==> src/rtl/twi_regbank_pkg.sv <==
package twi_regbank_pkg;

   localparam int unsigned BYTE_W = 8;

   typedef enum logic [3:0] {
      ST_IDLE,
      ST_ADDR,
      ST_ADDR_ACK,
      ST_PTR,
      ST_PTR_ACK,
      ST_WDATA,
      ST_WDATA_ACK,
      ST_RLOAD,
      ST_RDATA,
      ST_RDATA_ACK
   } twi_state_e;

endpackage

==> src/rtl/twi_line_filter.sv <==
module twi_line_filter #(
   parameter int SYNC_STAGES = 2,
   parameter int FILT_LEN    = 3
)(
   input  logic clk,
   input  logic rst_n,
   input  logic line_i,
   output logic line_o
);

   logic [SYNC_STAGES-1:0] sync_q;

   always_ff @(posedge clk or negedge rst_n) begin
      if (!rst_n) sync_q <= '1;
      else        sync_q <= {sync_q[SYNC_STAGES-2:0], line_i};
   end

   generate
      if (FILT_LEN <= 1) begin : g_direct
         assign line_o = sync_q[SYNC_STAGES-1];
      end else begin : g_count
         localparam int CW = $clog2(FILT_LEN + 1);
         localparam logic [CW-1:0] LIMIT = CW'(FILT_LEN - 1);
         logic [CW-1:0] run_q;
         logic          filt_q;

         always_ff @(posedge clk or negedge rst_n) begin
            if (!rst_n) begin
               run_q  <= '0;
               filt_q <= 1'b1;
            end else if (sync_q[SYNC_STAGES-1] == filt_q) begin
               run_q  <= '0;
            end else if (run_q == LIMIT) begin
               run_q  <= '0;
               filt_q <= sync_q[SYNC_STAGES-1];
            end else begin
               run_q  <= run_q + 1'b1;
            end
         end

         assign line_o = filt_q;
      end
   endgenerate

endmodule

==> src/rtl/twi_reg_file.sv <==
module twi_reg_file #(
   parameter int NUM_REGS = 8,
   parameter int PTR_W    = 3,
   parameter int STAT_IDX = 7
)(
   input  logic                  clk,
   input  logic                  rst_n,
   input  logic                  wr_en,
   input  logic [PTR_W-1:0]      wr_addr,
   input  logic [7:0]            wr_data,
   input  logic [PTR_W-1:0]      rd_addr,
   output logic [7:0]            rd_data,
   input  logic [7:0]            status_i,
   output logic [NUM_REGS*8-1:0] regs_o
);

   logic [7:0] slot [NUM_REGS];

   generate
      for (genvar g = 0; g < NUM_REGS; g++) begin : g_slot
         if (g == STAT_IDX) begin : g_status
            assign slot[g] = status_i;
         end else begin : g_store
            logic [7:0] val_q;
            always_ff @(posedge clk or negedge rst_n) begin
               if (!rst_n)
                  val_q <= 8'h00;
               else if (wr_en && (wr_addr == PTR_W'(g)))
                  val_q <= wr_data;
            end
            assign slot[g] = val_q;
         end
         assign regs_o[g*8 +: 8] = slot[g];
      end
   endgenerate

   assign rd_data = slot[rd_addr];

endmodule

==> src/rtl/twi_slave_fsm.sv <==
module twi_slave_fsm
   import twi_regbank_pkg::*;
#(
   parameter int         PTR_W   = 3,
   parameter logic [4:0] ADDR_HI = 5'b00100
)(
   input  logic             clk,
   input  logic             rst_n,
   input  logic             scl_f,
   input  logic             sda_f,
   input  logic [1:0]       strap_i,
   input  logic [7:0]       rd_data,
   output logic [PTR_W-1:0] ptr_o,
   output logic             sda_oe_o,
   output logic             wr_en_o,
   output logic [PTR_W-1:0] wr_addr_o,
   output logic [7:0]       wr_data_o,
   output twi_state_e       state_o
);

   localparam logic [3:0] RX_DONE = 4'(BYTE_W);
   localparam logic [3:0] TX_LAST = 4'(BYTE_W - 1);

   twi_state_e       state;
   logic [3:0]       cnt;
   logic [7:0]       shreg;
   logic [7:0]       txreg;
   logic [PTR_W-1:0] ptr;
   logic             auto_inc;
   logic             rnw;
   logic             mack;
   logic             sda_oe;
   logic             wr_en;
   logic [PTR_W-1:0] wr_addr;
   logic [7:0]       wr_data;
   logic             scl_q, sda_q;

   logic scl_rise, scl_fall, start_ev, stop_ev, rx_state, addr_hit;
   logic [PTR_W-1:0] ptr_step;

   assign scl_rise = scl_f & ~scl_q;
   assign scl_fall = ~scl_f & scl_q;
   assign start_ev = scl_f & scl_q & sda_q & ~sda_f;
   assign stop_ev  = scl_f & scl_q & ~sda_q & sda_f;
   assign rx_state = state inside {ST_ADDR, ST_PTR, ST_WDATA};
   assign addr_hit = (shreg[7:1] == {ADDR_HI, strap_i});
   assign ptr_step = ptr + PTR_W'(auto_inc);

   always_ff @(posedge clk or negedge rst_n) begin
      if (!rst_n) begin
         state    <= ST_IDLE;
         cnt      <= '0;
         shreg    <= '0;
         txreg    <= '0;
         ptr      <= '0;
         auto_inc <= 1'b0;
         rnw      <= 1'b0;
         mack     <= 1'b0;
         sda_oe   <= 1'b0;
         wr_en    <= 1'b0;
         wr_addr  <= '0;
         wr_data  <= '0;
         scl_q    <= 1'b1;
         sda_q    <= 1'b1;
      end else begin
         scl_q <= scl_f;
         sda_q <= sda_f;
         wr_en <= 1'b0;
         if (start_ev) begin
            state  <= ST_ADDR;
            cnt    <= '0;
            sda_oe <= 1'b0;
         end else if (stop_ev) begin
            state  <= ST_IDLE;
            sda_oe <= 1'b0;
         end else begin
            if (scl_rise && rx_state) begin
               shreg <= {shreg[6:0], sda_f};
               cnt   <= cnt + 4'd1;
            end
            unique case (state)
               ST_IDLE: ;
               ST_ADDR: begin
                  if (scl_fall && cnt == RX_DONE) begin
                     if (addr_hit) begin
                        state  <= ST_ADDR_ACK;
                        rnw    <= shreg[0];
                        sda_oe <= 1'b1;
                     end else begin
                        state  <= ST_IDLE;
                     end
                  end
               end
               ST_ADDR_ACK: begin
                  if (scl_fall) begin
                     sda_oe <= 1'b0;
                     cnt    <= '0;
                     state  <= rnw ? ST_RLOAD : ST_PTR;
                  end
               end
               ST_PTR: begin
                  if (scl_fall && cnt == RX_DONE) begin
                     ptr      <= shreg[PTR_W-1:0];
                     auto_inc <= shreg[7];
                     sda_oe   <= 1'b1;
                     state    <= ST_PTR_ACK;
                  end
               end
               ST_PTR_ACK, ST_WDATA_ACK: begin
                  if (scl_fall) begin
                     sda_oe <= 1'b0;
                     cnt    <= '0;
                     state  <= ST_WDATA;
                  end
               end
               ST_WDATA: begin
                  if (scl_fall && cnt == RX_DONE) begin
                     wr_en   <= 1'b1;
                     wr_addr <= ptr;
                     wr_data <= shreg;
                     ptr     <= ptr_step;
                     sda_oe  <= 1'b1;
                     state   <= ST_WDATA_ACK;
                  end
               end
               ST_RLOAD: begin
                  txreg  <= rd_data;
                  sda_oe <= ~rd_data[7];
                  cnt    <= '0;
                  state  <= ST_RDATA;
               end
               ST_RDATA: begin
                  if (scl_fall) begin
                     if (cnt == TX_LAST) begin
                        sda_oe <= 1'b0;
                        state  <= ST_RDATA_ACK;
                     end else begin
                        cnt    <= cnt + 4'd1;
                        txreg  <= {txreg[6:0], 1'b0};
                        sda_oe <= ~txreg[6];
                     end
                  end
               end
               ST_RDATA_ACK: begin
                  if (scl_rise) mack <= ~sda_f;
                  if (scl_fall) begin
                     if (mack) begin
                        ptr   <= ptr_step;
                        state <= ST_RLOAD;
                     end else begin
                        state <= ST_IDLE;
                     end
                  end
               end
               default: state <= ST_IDLE;
            endcase
         end
      end
   end

   assign ptr_o     = ptr;
   assign sda_oe_o  = sda_oe;
   assign wr_en_o   = wr_en;
   assign wr_addr_o = wr_addr;
   assign wr_data_o = wr_data;
   assign state_o   = state;

endmodule

==> src/rtl/twi_regbank_slave.sv <==
module twi_regbank_slave
   import twi_regbank_pkg::*;
#(
   parameter int         NUM_REGS    = 8,
   parameter int         STAT_IDX    = NUM_REGS - 1,
   parameter int         CTRL_IDX    = 0,
   parameter int         RUN_BIT     = 0,
   parameter int         SYNC_STAGES = 2,
   parameter int         FILT_LEN    = 3,
   parameter logic [4:0] ADDR_HI     = 5'b00100
)(
   input  logic                  clk,
   input  logic                  rst_n,
   input  logic                  scl_i,
   input  logic                  sda_i,
   input  logic [1:0]            strap_i,
   input  logic [7:0]            status_i,
   output logic                  sda_oe_o,
   output logic [NUM_REGS*8-1:0] regs_o,
   output logic                  dp_rst_o
);

   localparam int PTR_W = $clog2(NUM_REGS);

   if (NUM_REGS < 2 || NUM_REGS > 128 || (NUM_REGS & (NUM_REGS - 1)) != 0) begin : g_bad_regs
      $error("NUM_REGS must be a power of two from 2 to 128");
   end
   if (STAT_IDX < 0 || STAT_IDX >= NUM_REGS || CTRL_IDX < 0 || CTRL_IDX >= NUM_REGS || CTRL_IDX == STAT_IDX) begin : g_bad_idx
      $error("STAT_IDX and CTRL_IDX must be distinct slots of the bank");
   end
   if (RUN_BIT < 0 || RUN_BIT >= BYTE_W) begin : g_bad_bit
      $error("RUN_BIT must lie inside a byte");
   end
   if (SYNC_STAGES < 2 || FILT_LEN < 1) begin : g_bad_filt
      $error("need at least two synchronizer stages and a filter length of one");
   end

   logic [1:0]       lines_raw;
   logic [1:0]       lines_f;
   logic             scl_f, sda_f;
   logic             wr_en;
   logic [PTR_W-1:0] wr_addr;
   logic [7:0]       wr_data;
   logic [PTR_W-1:0] ptr;
   logic [7:0]       rd_data;
   twi_state_e       fsm_state;

   assign lines_raw = {scl_i, sda_i};

   generate
      for (genvar l = 0; l < 2; l++) begin : g_line
         twi_line_filter #(
            .SYNC_STAGES (SYNC_STAGES),
            .FILT_LEN    (FILT_LEN)
         ) u_filt (
            .clk    (clk),
            .rst_n  (rst_n),
            .line_i (lines_raw[l]),
            .line_o (lines_f[l])
         );
      end
   endgenerate

   assign scl_f = lines_f[1];
   assign sda_f = lines_f[0];

   twi_slave_fsm #(
      .PTR_W   (PTR_W),
      .ADDR_HI (ADDR_HI)
   ) u_fsm (
      .clk       (clk),
      .rst_n     (rst_n),
      .scl_f     (scl_f),
      .sda_f     (sda_f),
      .strap_i   (strap_i),
      .rd_data   (rd_data),
      .ptr_o     (ptr),
      .sda_oe_o  (sda_oe_o),
      .wr_en_o   (wr_en),
      .wr_addr_o (wr_addr),
      .wr_data_o (wr_data),
      .state_o   (fsm_state)
   );

   twi_reg_file #(
      .NUM_REGS (NUM_REGS),
      .PTR_W    (PTR_W),
      .STAT_IDX (STAT_IDX)
   ) u_regs (
      .clk      (clk),
      .rst_n    (rst_n),
      .wr_en    (wr_en),
      .wr_addr  (wr_addr),
      .wr_data  (wr_data),
      .rd_addr  (ptr),
      .rd_data  (rd_data),
      .status_i (status_i),
      .regs_o   (regs_o)
   );

   assign dp_rst_o = ~regs_o[CTRL_IDX*BYTE_W + RUN_BIT];

endmodule

==> config.mk <==
export PLATFORM = sky130hd
export DESIGN_NAME = twi_regbank_slave
export DESIGN_NICKNAME = d
export VERILOG_FILES = /design/src/rtl/twi_regbank_pkg.sv /design/src/rtl/twi_line_filter.sv /design/src/rtl/twi_reg_file.sv /design/src/rtl/twi_slave_fsm.sv /design/src/rtl/twi_regbank_slave.sv
export SDC_FILE = /design/constraint.sdc
export NUM_CORES = 1
export LEC_CHECK = 0
export ABC_AREA = 1
export BUFFER_PORTS_ARGS = -buffer_cell sky130_fd_sc_hd__buf_2
export CAP_MARGIN = 20
export CORE_MARGIN = 4
export CORE_UTILIZATION = 31
export DETAILED_ROUTE_END_ITERATION = 10
export RECOVER_POWER = 100
export SLEW_MARGIN = 5
export SYNTH_ARGS = -nofsm -noshare
export SYNTH_HDL_FRONTEND = slang
export SYNTH_SLANG_ARGS = --single-unit
==> constraint.sdc <==
create_clock -name clk -period 3.7 [get_ports clk]
set_clock_uncertainty 0.05 [all_clocks]
set_input_delay 0.185 -clock clk [delete_from_list [all_inputs] [get_ports clk]]
set_output_delay 0.185 -clock clk [all_outputs]
set_load 0.02 [all_outputs]
==> reports/summary.txt, run 1 <==
status: finished clean
Hold Crit Depth: 5
worst hold start: status_i[0]
Inserted Clock Buffers: 9
clk sinks: 110
mean area per synthesized cell: 8.099 um^2
Post-DP HPWL: 10630 um
Crit. End Element: register
Finished Cell Area: 6115 um^2
Netlist cell types: 36
Max FO, Critical Path: 23
Cells after DPL: 929
Post-synth EDFFs: 0
RSZ-0062 raised after global routing: no
max-slew violations: 0
clock transition at the registers of the reported paths: 80 ps
Post-Place Setup Slack: 1633 ps
Via-to-Cell Ratio: 4.903
P per Cell Area: 551.4 nW/um^2
Async S/R FF share, synth: 100.0%
Area Growth Syn to Fin: 14.40%
Reg2Reg Depth: 6
# setup viols final: 0
port bufs: 79
crit path max-delay cell type: nor2_1
Placeable Area: 16760 um^2
largest net degree at the start of global routing: 80
wire per inst: 15.52 um
CP required: 3830 ps
Root Driver: clkbuf_16
Netlist Area Pre-Place: 5345 um^2
post-CTS setup buffers: 0
H-tree depth: 3
Main synth FF type: dfrtp_1
fmax: 406.3 MHz
Congestion Overflow GR: 0
Skew-Pair Late Insertion Delay: 360 ps
nets@finish: 742
Max clock buf depth: 2
Most Frequent Cell on Critical Path: nor2_1
worst path arrival time: 2590 ps
Starting DRT DRC Count: 415
fin cells: 949
reg-to-reg startpoint: g_line[1].u_filt.line_o
post-route setup TNS: 0 ps
Setup CP Type: reg2reg
io pins: 80
Tot GR Track Use: 15.28%
post-synthesis register bit count: 110
initial antenna violation count: 0
diode count: 0
slowest stage delay, CP: 950 ps
vias post-DR: 4653
routed wire length: 14730 um
worst hold endpoint: u_fsm.txreg[0]
Worst-Margin Slew: 1193 ps
worst reg2reg path endpoint: u_fsm.wr_data_o[3]
P_leak: 2.755 nW
First-pass DRT Iterations: 5
FF-to-FF setup slack: 1240 ps
initial core utilization: 31.89%
worst path cell trace: inv_1 -> nand2_1 -> nor2_1 -> nand3_1 -> nor2_1 -> o21ai_0
total die area: 19410 um^2
post-route ant nets: 0
share of cells above drive strength 1: 8.505%
Die Width: 139.3 um
vias in the first global route: 4341
row count: 47
fraction of the cycle the final worst path needs: 66.52%
Placed Instance Area: 5868 um^2
syn nets: 678
peak supply drop: 291.7 uV
chip height: 139.3 um
CP Launch Type: register
CTS tree: done
max cap viols: 0
clock period minus worst slack: 2461 ps
Seq/Total Area, Yosys: 51.69%
first-pass GRT wire length: 23900 um
worst rel slew slack: 20.17%
cell count after synthesis: 660
Hold Vio Cnt, Final: 0
Hold Slack: 284.4 ps
Final Wtd Congestion: 0.9142
# DRC: 0
min-delay worst type: in2reg
Yosys Warn Count: 0
fin worst setup slack: 1239 ps
==> through the flow <==
step | utilization [%] | total power, mW
after detailed placement | 35.01 | 2.401
after global placement | 35.01 | 2.388
after CTS | 37.02 | 3.420
after global routing | 36.48 | 3.593
final | 36.48 | 3.371
after floorplan | - | 2.176
==> cell type report <==
type	instances	area, um^2
well taps	220	275.3
clock buffers	10	239.0
fillers	1743	10650
clock inverters	6	67.56
flip-flops and latches	110	2763
repair buffers	86	384.1
multi-input cells	467	2193
inverters	50	192.7
==> state kept, by name, summed over array words and instances, names as in the netlist, 2 cells and up <==
signal                       cells
u_fsm.state_o                    4
u_fsm.txreg                      7
u_fsm.wr_addr_o                  3
g_line.u_filt.line_o             2
u_fsm.wr_data_o                  8
u_fsm.shreg                      8
u_fsm.cnt                        4
u_regs.g_slot.g_store.val_q     56
g_line.u_filt.g_count.run_q      4
u_fsm.ptr_o                      3
g_line.u_filt.sync_q             4
==> synth_stat cells, types with 6 or more instances <==
| cell | count | area share [%] |
|---|---|---|
| nand2_1 | 181 | 13 |
| dfrtp_1 | 102 | 48 |
| o21ai_0 | 97 | 9.1 |
| nor2_1 | 70 | 4.9 |
| inv_1 | 42 | 2.9 |
| nand3_1 | 30 | 2.8 |
| o21ai_1 | 21 | 2.0 |
| clkbuf_1 | 14 | 0.98 |
| o22ai_1 | 12 | 1.4 |
| buf_4 | 10 | 1.4 |
| buf_2 | 9 | 0.84 |
| a21oi_1 | 8 | 0.75 |
| dfstp_2 | 8 | 3.9 |
| o21ai_2 | 7 | 1.1 |
| inv_2 | 6 | 0.42 |
==> cell families after synthesis <==
kind of cell | Yosys count | share of synthesized area (%)
DFF | 110 | 51.69
muxes | 2 | 0.4213
AOI/OAI and AO/OA | 152 | 15.50
and+or+nand+nor | 306 | 24.13
buffers and inverters | 83 | 6.835
adders and majority gates | 4 | 0.9364
xor gates and xnor gates | 3 | 0.4917
==> cell usage in the layout, fill, tap and decap left out, types with 3 or more instances in the layout <==
cell / count
clkbuf_16: 9
o21ai_2: 7
a21oi_1: 8
clkbuf_1: 69
buf_2: 12
ha_1: 4
dfrtp_1: 102
o21ai_0: 112
inv_1: 44
nor3_1: 5
nand4_1: 4
dlygate4sd3_1: 3
xnor2_1: 3
o22ai_1: 12
nand3_1: 31
nor2_1: 72
nand2_1: 182
dfstp_2: 6
inv_2: 4
or2_2: 3
o211ai_1: 3
nand2_2: 4
o21ai_1: 6
==> critical path: cells and delay by family, from the launching register on <==
kind / cells / cell delay, ps
AND/OR/NAND/NOR: 4 / 1520
flip-flops: 1 / 400
AO/OA/AOI/OAI: 1 / 200
buffers and inverters: 1 / 120
==> where the power goes <==
group	internal (mW)	leakage (nW)	switching, mW
combinational	0.279	1.14	0.582
clock	0.549	0.151	0.466
sequential	1.35	1.47	0.147
==> what timing repair did <==
item,4_1_cts,5_1_grt
endpoints found under the hold margin,53,0
hold buffers,3,0
resized for setup,0,0
==> routing by layer <==
metal / GRT usage [%] / up-vias / wire length (um)
met3: 2.264 / 25 / 825
met1: 22.06 / 2196 / 6921
met2: 22.90 / 155 / 6592
met4: 6.488 / 0 / 386
met5: 0 / - / 0
li1: - / 2277 / -
==> worst max-delay path by stage <==
stage / end / cells after the start / startpoint
floorplan: u_fsm.state_o[0] / 8 / g_line[0].u_filt.line_o
global placement: u_fsm.wr_addr_o[1] / 5 / u_fsm.scl_q
detailed placement: u_fsm.txreg[6] / 8 / u_fsm.ptr_o[0]
CTS: u_fsm.txreg[6] / 8 / u_fsm.ptr_o[0]
global route: u_fsm.wr_data_o[5] / 6 / g_line[1].u_filt.line_o
finish: u_fsm.wr_data_o[3] / 6 / g_line[1].u_filt.line_o
Power figures use the tool's default switching activity.
==> inputs of run 2 (changes only) <==
==> constraint.sdc (replaced) <==
create_clock -name clk -period 2.28 [get_ports clk]
set_clock_uncertainty 0.05 [all_clocks]
set_input_delay 0.114 -clock clk [delete_from_list [all_inputs] [get_ports clk]]
set_output_delay 0.114 -clock clk [all_outputs]
set_load 0.02 [all_outputs]
==> run 2 against run 1 <==
Compared with the run above: worst hold slack got worse by 18 ps; sequential power rose by 59%; fmax increased by 25%; sequential share of layout area fell by 0.13 points; core utilization is 0.10 points higher; first-iteration DRC count fell by 13%; highest routed layer unchanged; non-clock buffer count grew 6; via count is 1.4% lower.
==> reports/summary.txt, run 2 (synthesis results as in run 1) <==
max-slew violations: 0 (unchanged)
status: finished clean (unchanged)
# setup viols final: 0 (unchanged)
Placeable Area: 16760 um^2 (unchanged)
initial core utilization: 31.89% (unchanged)
fillers: 1793 (was 1743)
vias post-DR: 4589 (was 4653)
nets@finish: 748 (was 742)
H-tree depth: 3 (unchanged)
max cap viols: 0 (unchanged)
total die area: 19410 um^2 (unchanged)
fraction of the cycle the final worst path needs: 86.50% (was 66.52%)
switching portion of total power: 36.50% (was 35.44%)
wire per inst: 15.26 um (was 15.52 um)
First-pass DRT Iterations: 5 (unchanged)
Congestion Overflow GR: 0 (unchanged)
Starting DRT DRC Count: 362 (was 415)
Worst-Margin Slew: 1047 ps (was 1193 ps)
Post-Place Setup Slack: 437.0 ps (was 1633 ps)
diode count: 0 (unchanged)
P per Cell Area: 890.2 nW/um^2 (was 551.4 nW/um^2)
clock period minus worst slack: 1972 ps (was 2461 ps)
CP Launch Type: register (unchanged)
slowest stage delay, CP: 450 ps (was 950 ps)
Most Frequent Cell on Critical Path: o21ai_1 (was nor2_1)
RSZ-0062 raised after global routing: no (unchanged)
clock share of power: 28.2% (was 30.1%)
io pins: 80 (unchanged)
total power: 5.459 mW (was 3.371 mW)
P_leak: 2.760 nW (was 2.755 nW)
min-delay worst type: in2reg (unchanged)
share of cells above drive strength 1: 9.524% (was 8.505%)
Area Growth Syn to Fin: 14.72% (was 14.40%)
Post-DP HPWL: 10360 um (was 10630 um)
# DRC: 0 (unchanged)
port bufs: 79 (unchanged)
Tot GR Track Use: 15.18% (was 15.28%)
post-route ant nets: 0 (unchanged)
Seq pwr share: 43.7% (was 44.4%)
Max FO, Critical Path: 10 (was 23)
Setup CP Type: reg2reg (unchanged)
most common cell after layout, fill and taps aside: nand2_1 (unchanged)
CTS tree: done (unchanged)
Root Driver: clkbuf_16 (unchanged)
Hold Vio Cnt, Final: 0 (unchanged)
chip height: 139.3 um (unchanged)
crit path max-delay cell type: dfrtp_1 (was nor2_1)
utilization after layout: 36.59% (was 36.48%)
largest net degree at the start of global routing: 55 (was 80)
CTS resizes: 0 (unchanged)
Combinational Power Share: 28.0% (was 25.5%)
routed wire length: 14570 um (was 14730 um)
fmax: 507.0 MHz (was 406.3 MHz)
post-route setup TNS: 0 ps (unchanged)
Psw: 1.992 mW (was 1.195 mW)
Biggest register: u_regs.g_slot.g_store.val_q (unchanged)
first-pass GRT wire length: 23750 um (was 23900 um)
initial antenna violation count: 0 (unchanged)
family with the most delay on the worst path: simple AND/OR/NAND/NOR gates (unchanged)
Hold Slack: 266.0 ps (was 284.4 ps)
clk sinks: 110 (unchanged)
peak supply drop: 454.3 uV (was 291.7 uV)
row count: 47 (unchanged)
fin worst setup slack: 307.7 ps (was 1239 ps)
most frequent cells in the layout: 182 x nand2_1, 111 x o21ai_0, 102 x dfrtp_1 (was 182 x nand2_1, 112 x o21ai_0, 102 x dfrtp_1)
worst path arrival time: 2160 ps (was 2590 ps)
worst path cell trace: inv_2 -> nand2_1 -> nor2_8 -> o21ai_1 -> nand2_4 -> clkinvlp_2 -> o21ai_0 -> o21ai_1 (was inv_1 -> nand2_1 -> nor2_1 -> nand3_1 -> nor2_1 -> o21ai_0)
CP required: 2470 ps (was 3830 ps)
Worst path depth: 8 (was 6)
Hold Crit Depth: 8 (was 5)
Int Power: 3.466 mW (was 2.177 mW)
Final Wtd Congestion: 0.8845 (was 0.9142)
WP buf/inv: 2 (was 1)
Inserted Clock Buffers: 9 (unchanged)
vias in the first global route: 4408 (was 4341)
Reg2Reg Depth: 8 (was 6)
Crit. End Element: register (unchanged)
max FFs per register: 56 (unchanged)
Via-to-Cell Ratio: 4.805 (was 4.903)
Skew-Pair Late Insertion Delay: 360 ps (about the same)
clock transition at the registers of the reported paths: 70 ps (was 80 ps)
Max clock buf depth: 2 (unchanged)
Die Width: 139.3 um (unchanged)
worst rel slew slack: 30.20% (was 20.17%)
-- run 2: cell types whose count changed in the layout (fill, tap and decap cells not counted), sizes merged --
cell | before | now
buf | 14 | 19
bufinv | 1 | 0
clkbuf | 79 | 81
clkinv | 3 | 2
clkinvlp | 1 | 4
inv | 51 | 49
-- run 2: path summary, 6_finish.rpt --
kind	startpoint	endpoint	slack (ps)
worst max register to register	u_fsm.state_o[0]	u_fsm.txreg[5]	310
worst max-delay path	u_fsm.state_o[0]	u_fsm.txreg[5]	310
max in group asynchronous	rst_n	u_fsm.cnt[0]	710
min in group asynchronous	rst_n	u_regs.g_slot[3].g_store.val_q[6]	420
worst min-delay path	strap_i[0]	u_fsm.rnw	270
worst min register to register	g_line[0].u_filt.sync_q[0]	g_line[0].u_filt.sync_q[1]	310
-- run 2: stage by stage --
stage                     cells  area, um^2
final                       955        6132
after global routing        955        6132
after CTS                   955        6248
after detailed placement    936        5933
after global placement      936        5933
after floorplan             660        5345
-- run 2: power by group through the flow --
| stage | sequential [mW] | combinational [mW] | clock [mW] |
|---|---|---|---|
| final | 2.39 | 1.53 | 1.54 |
| after global routing | 2.43 | 1.74 | 1.64 |
| after CTS | 2.40 | 1.57 | 1.58 |
| after detailed placement | 2.43 | 1.57 | 0 |
| after global placement | 2.43 | 1.57 | 0 |
| after floorplan | 2.39 | 1.15 | 0 |
-- run 2: final cells by class --
class | count | area, um^2 | share of cell area (%)
Clock buffer | 11 | 242.7 | 3.958
Clock inverter | 5 | 42.54 | 0.6937
Inverter | 50 | 188.9 | 3.081
Multi-Input combinational cell | 467 | 2198 | 35.85
Sequential cell | 110 | 2763 | 45.05
Tap cell | 220 | 275.3 | 4.489
Timing Repair Buffer | 92 | 421.7 | 6.876
-- run 2: repair_timing --
item / CTS / global route
buffers inserted: 0 / 0
hold endpoints to repair: 40 / 0
hold buffers: 3 / 0
-- run 2: tightest hold or removal path, delay by kind of cell --
family                    cells  cell delay [ps]
buffers and inverters         2              170
xor gates and xnor gates      1               60
and+or+nand+nor               4              240
AOI/OAI and AO/OA             1               40
-- run 2: metal layers --
metal	GRT usage, %	vias up	routed length, um
met4	4.531	0	223
li1	-	2279	-
met2	23.54	118	6624
met5	0	-	0
met1	21.59	2174	7061
met3	2.950	18	659
==> inputs of run 3 (changes only) <==
--- a/config.mk
+++ b/config.mk
@@ -12,7 +12,8 @@
 export CORE_UTILIZATION = 31
 export DETAILED_ROUTE_END_ITERATION = 10
 export RECOVER_POWER = 100
-export SLEW_MARGIN = 5
+export REMOVE_ABC_BUFFERS = 1
+export SLEW_MARGIN = 0
 export SYNTH_ARGS = -nofsm -noshare
 export SYNTH_HDL_FRONTEND = slang
 export SYNTH_SLANG_ARGS = --single-unit
==> run 3 against run 2 <==
Compared with the run above: register-to-register slack better by 40 ps; clock power about the same; non-clock buffer count rose by 2; highest routed layer unchanged.
==> reports/summary.txt, run 3 (synthesis results as in run 1) <==
status: finished clean (unchanged)
utilization after layout: 36.66% (was 36.59%)
Final Wtd Congestion: 0.8737 (was 0.8845)
Crit. End Element: register (unchanged)
First-pass DRT Iterations: 4 (was 5)
peak supply drop: 409.7 uV (was 454.3 uV)
Root Driver: clkbuf_16 (unchanged)
clock period minus worst slack: 1936 ps (was 1972 ps)
Tot GR Track Use: 14.97% (was 15.18%)
Congestion Overflow GR: 0 (unchanged)
P_leak: 2.775 nW (was 2.760 nW)
total power: 5.423 mW (was 5.459 mW)
Starting DRT DRC Count: 271 (was 362)
chip height: 139.3 um (unchanged)
initial core utilization: 31.89% (unchanged)
Inserted Clock Buffers: 9 (unchanged)
Area Growth Syn to Fin: 14.93% (was 14.72%)
initial antenna violation count: 0 (unchanged)
# setup viols final: 0 (unchanged)
worst path arrival time: 2170 ps (was 2160 ps)
Biggest register: u_regs.g_slot.g_store.val_q (unchanged)
fraction of the cycle the final worst path needs: 84.93% (was 86.50%)
clk sinks: 110 (unchanged)
most common cell after layout, fill and taps aside: nand2_1 (unchanged)
CTS tree: done (unchanged)
Die Width: 139.3 um (unchanged)
share of cells above drive strength 1: 9.634% (was 9.524%)
Max clock buf depth: 2 (unchanged)
max-slew violations: 0 (unchanged)
total die area: 19410 um^2 (unchanged)
CP required: 2510 ps (was 2470 ps)
Hold Vio Cnt, Final: 0 (unchanged)
Placeable Area: 16760 um^2 (unchanged)
max FFs per register: 56 (unchanged)
max cap viols: 0 (unchanged)
H-tree depth: 3 (unchanged)
Skew-Pair Late Insertion Delay: 350 ps (was 360 ps)
vias post-DR: 4588 (was 4589)
Max FO, Critical Path: 31 (was 10)
first-pass GRT wire length: 23470 um (was 23750 um)
largest net degree at the start of global routing: 45 (was 55)
Via-to-Cell Ratio: 4.794 (was 4.805)
# DRC: 0 (unchanged)
Post-DP HPWL: 10080 um (was 10360 um)
port bufs: 79 (unchanged)
diode count: 0 (unchanged)
Setup CP Type: reg2reg (unchanged)
wire per inst: 14.93 um (was 15.26 um)
RSZ-0062 raised after global routing: no (unchanged)
min-delay worst type: in2reg (unchanged)
CP Launch Type: register (unchanged)
worst rel slew slack: 41.26% (was 30.20%)
most frequent cells in the layout: 182 x nand2_1, 109 x o21ai_0, 102 x dfrtp_1 (was 182 x nand2_1, 111 x o21ai_0, 102 x dfrtp_1)
clock transition at the registers of the reported paths: 70 ps (about the same)
Worst-Margin Slew: 881.1 ps (was 1047 ps)
P per Cell Area: 882.8 nW/um^2 (was 890.2 nW/um^2)
post-route setup TNS: 0 ps (unchanged)
vias in the first global route: 4242 (was 4408)
fmax: 516.4 MHz (was 507.0 MHz)
nets@finish: 750 (was 748)
row count: 47 (unchanged)
routed wire length: 14290 um (was 14570 um)
post-route ant nets: 0 (unchanged)
io pins: 80 (unchanged)
post-CTS setup buffers: 0 (unchanged)
## run 3: changes by cell type in the layout (fill, tap and decap cells not counted), sizes merged
cell / delta
buf: -2
clkbuf: +7
clkinvlp: -4
inv: +1
## run 3: cell type report
type                            instances  area (um^2)
Sequential cell                       110         2763
Inverter                               50        192.7
Tap cell                              220        275.3
Timing Repair Buffer                   94        412.9
Fill cell                            1770        10620
Clock buffer                           14        274.0
Multi-Input combinational cell        467         2212
Clock inverter                          2        13.76
## run 3: what timing repair did
item | in CTS | in global routing
gates resized for setup | 0 | 0
hold endpoints to repair | 33 | 0
hold buffers | 3 | 0
## run 3: power breakdown
group / internal (mW) / switching, mW / leakage [nW]
registers: 2.19 / 0.226 / 1.47
logic: 0.476 / 1.00 / 1.17
clock network: 0.835 / 0.697 / 0.143
total: 3.50 / 1.93 / 2.78
## run 3: metal layers
metal  track usage (%)  routed length (um)
met5                 0                   0
met4             3.605                 139
met3             3.636                 813
met2             22.82                6478
met1             21.53                6857
## run 3: per-stage QoR
stage	hold WS (ps)	setup WS [ps]	instance area, um^2	std cells
CTS	220.7	441.5	6266	957
finish	263.2	343.7	6143	957
global placement	60.51	448.9	5948	938
floorplan	-231.6	285.5	5172	627
detailed placement	54.41	448.3	5948	938
global route	305.0	163.6	6143	957
## run 3: path summary, 6_finish.rpt
check,startpoint,end,slack [ps],cells past startpoint
min,status_i[0],u_fsm.txreg[0],260,5
max,u_fsm.ptr_o[0],u_fsm.txreg[6],340,8
min reg2reg,g_line[1].u_filt.sync_q[0],g_line[1].u_filt.sync_q[1],310,0
min in group asynchronous,rst_n,u_fsm.sda_oe_o,360,2
max reg2reg,u_fsm.ptr_o[0],u_fsm.txreg[6],340,8
max in group asynchronous,rst_n,u_regs.g_slot[0].g_store.val_q[7],640,3
## run 3: critical path, cell delays in order, from the launching register on
cell	delay (ps)
dfrtp_1	520
inv_1	100
clkbuf_2	510
o21ai_0	160
o22ai_1	190
nand2_1	70
nand2_1	80
nor2_1	40
o21ai_1	120
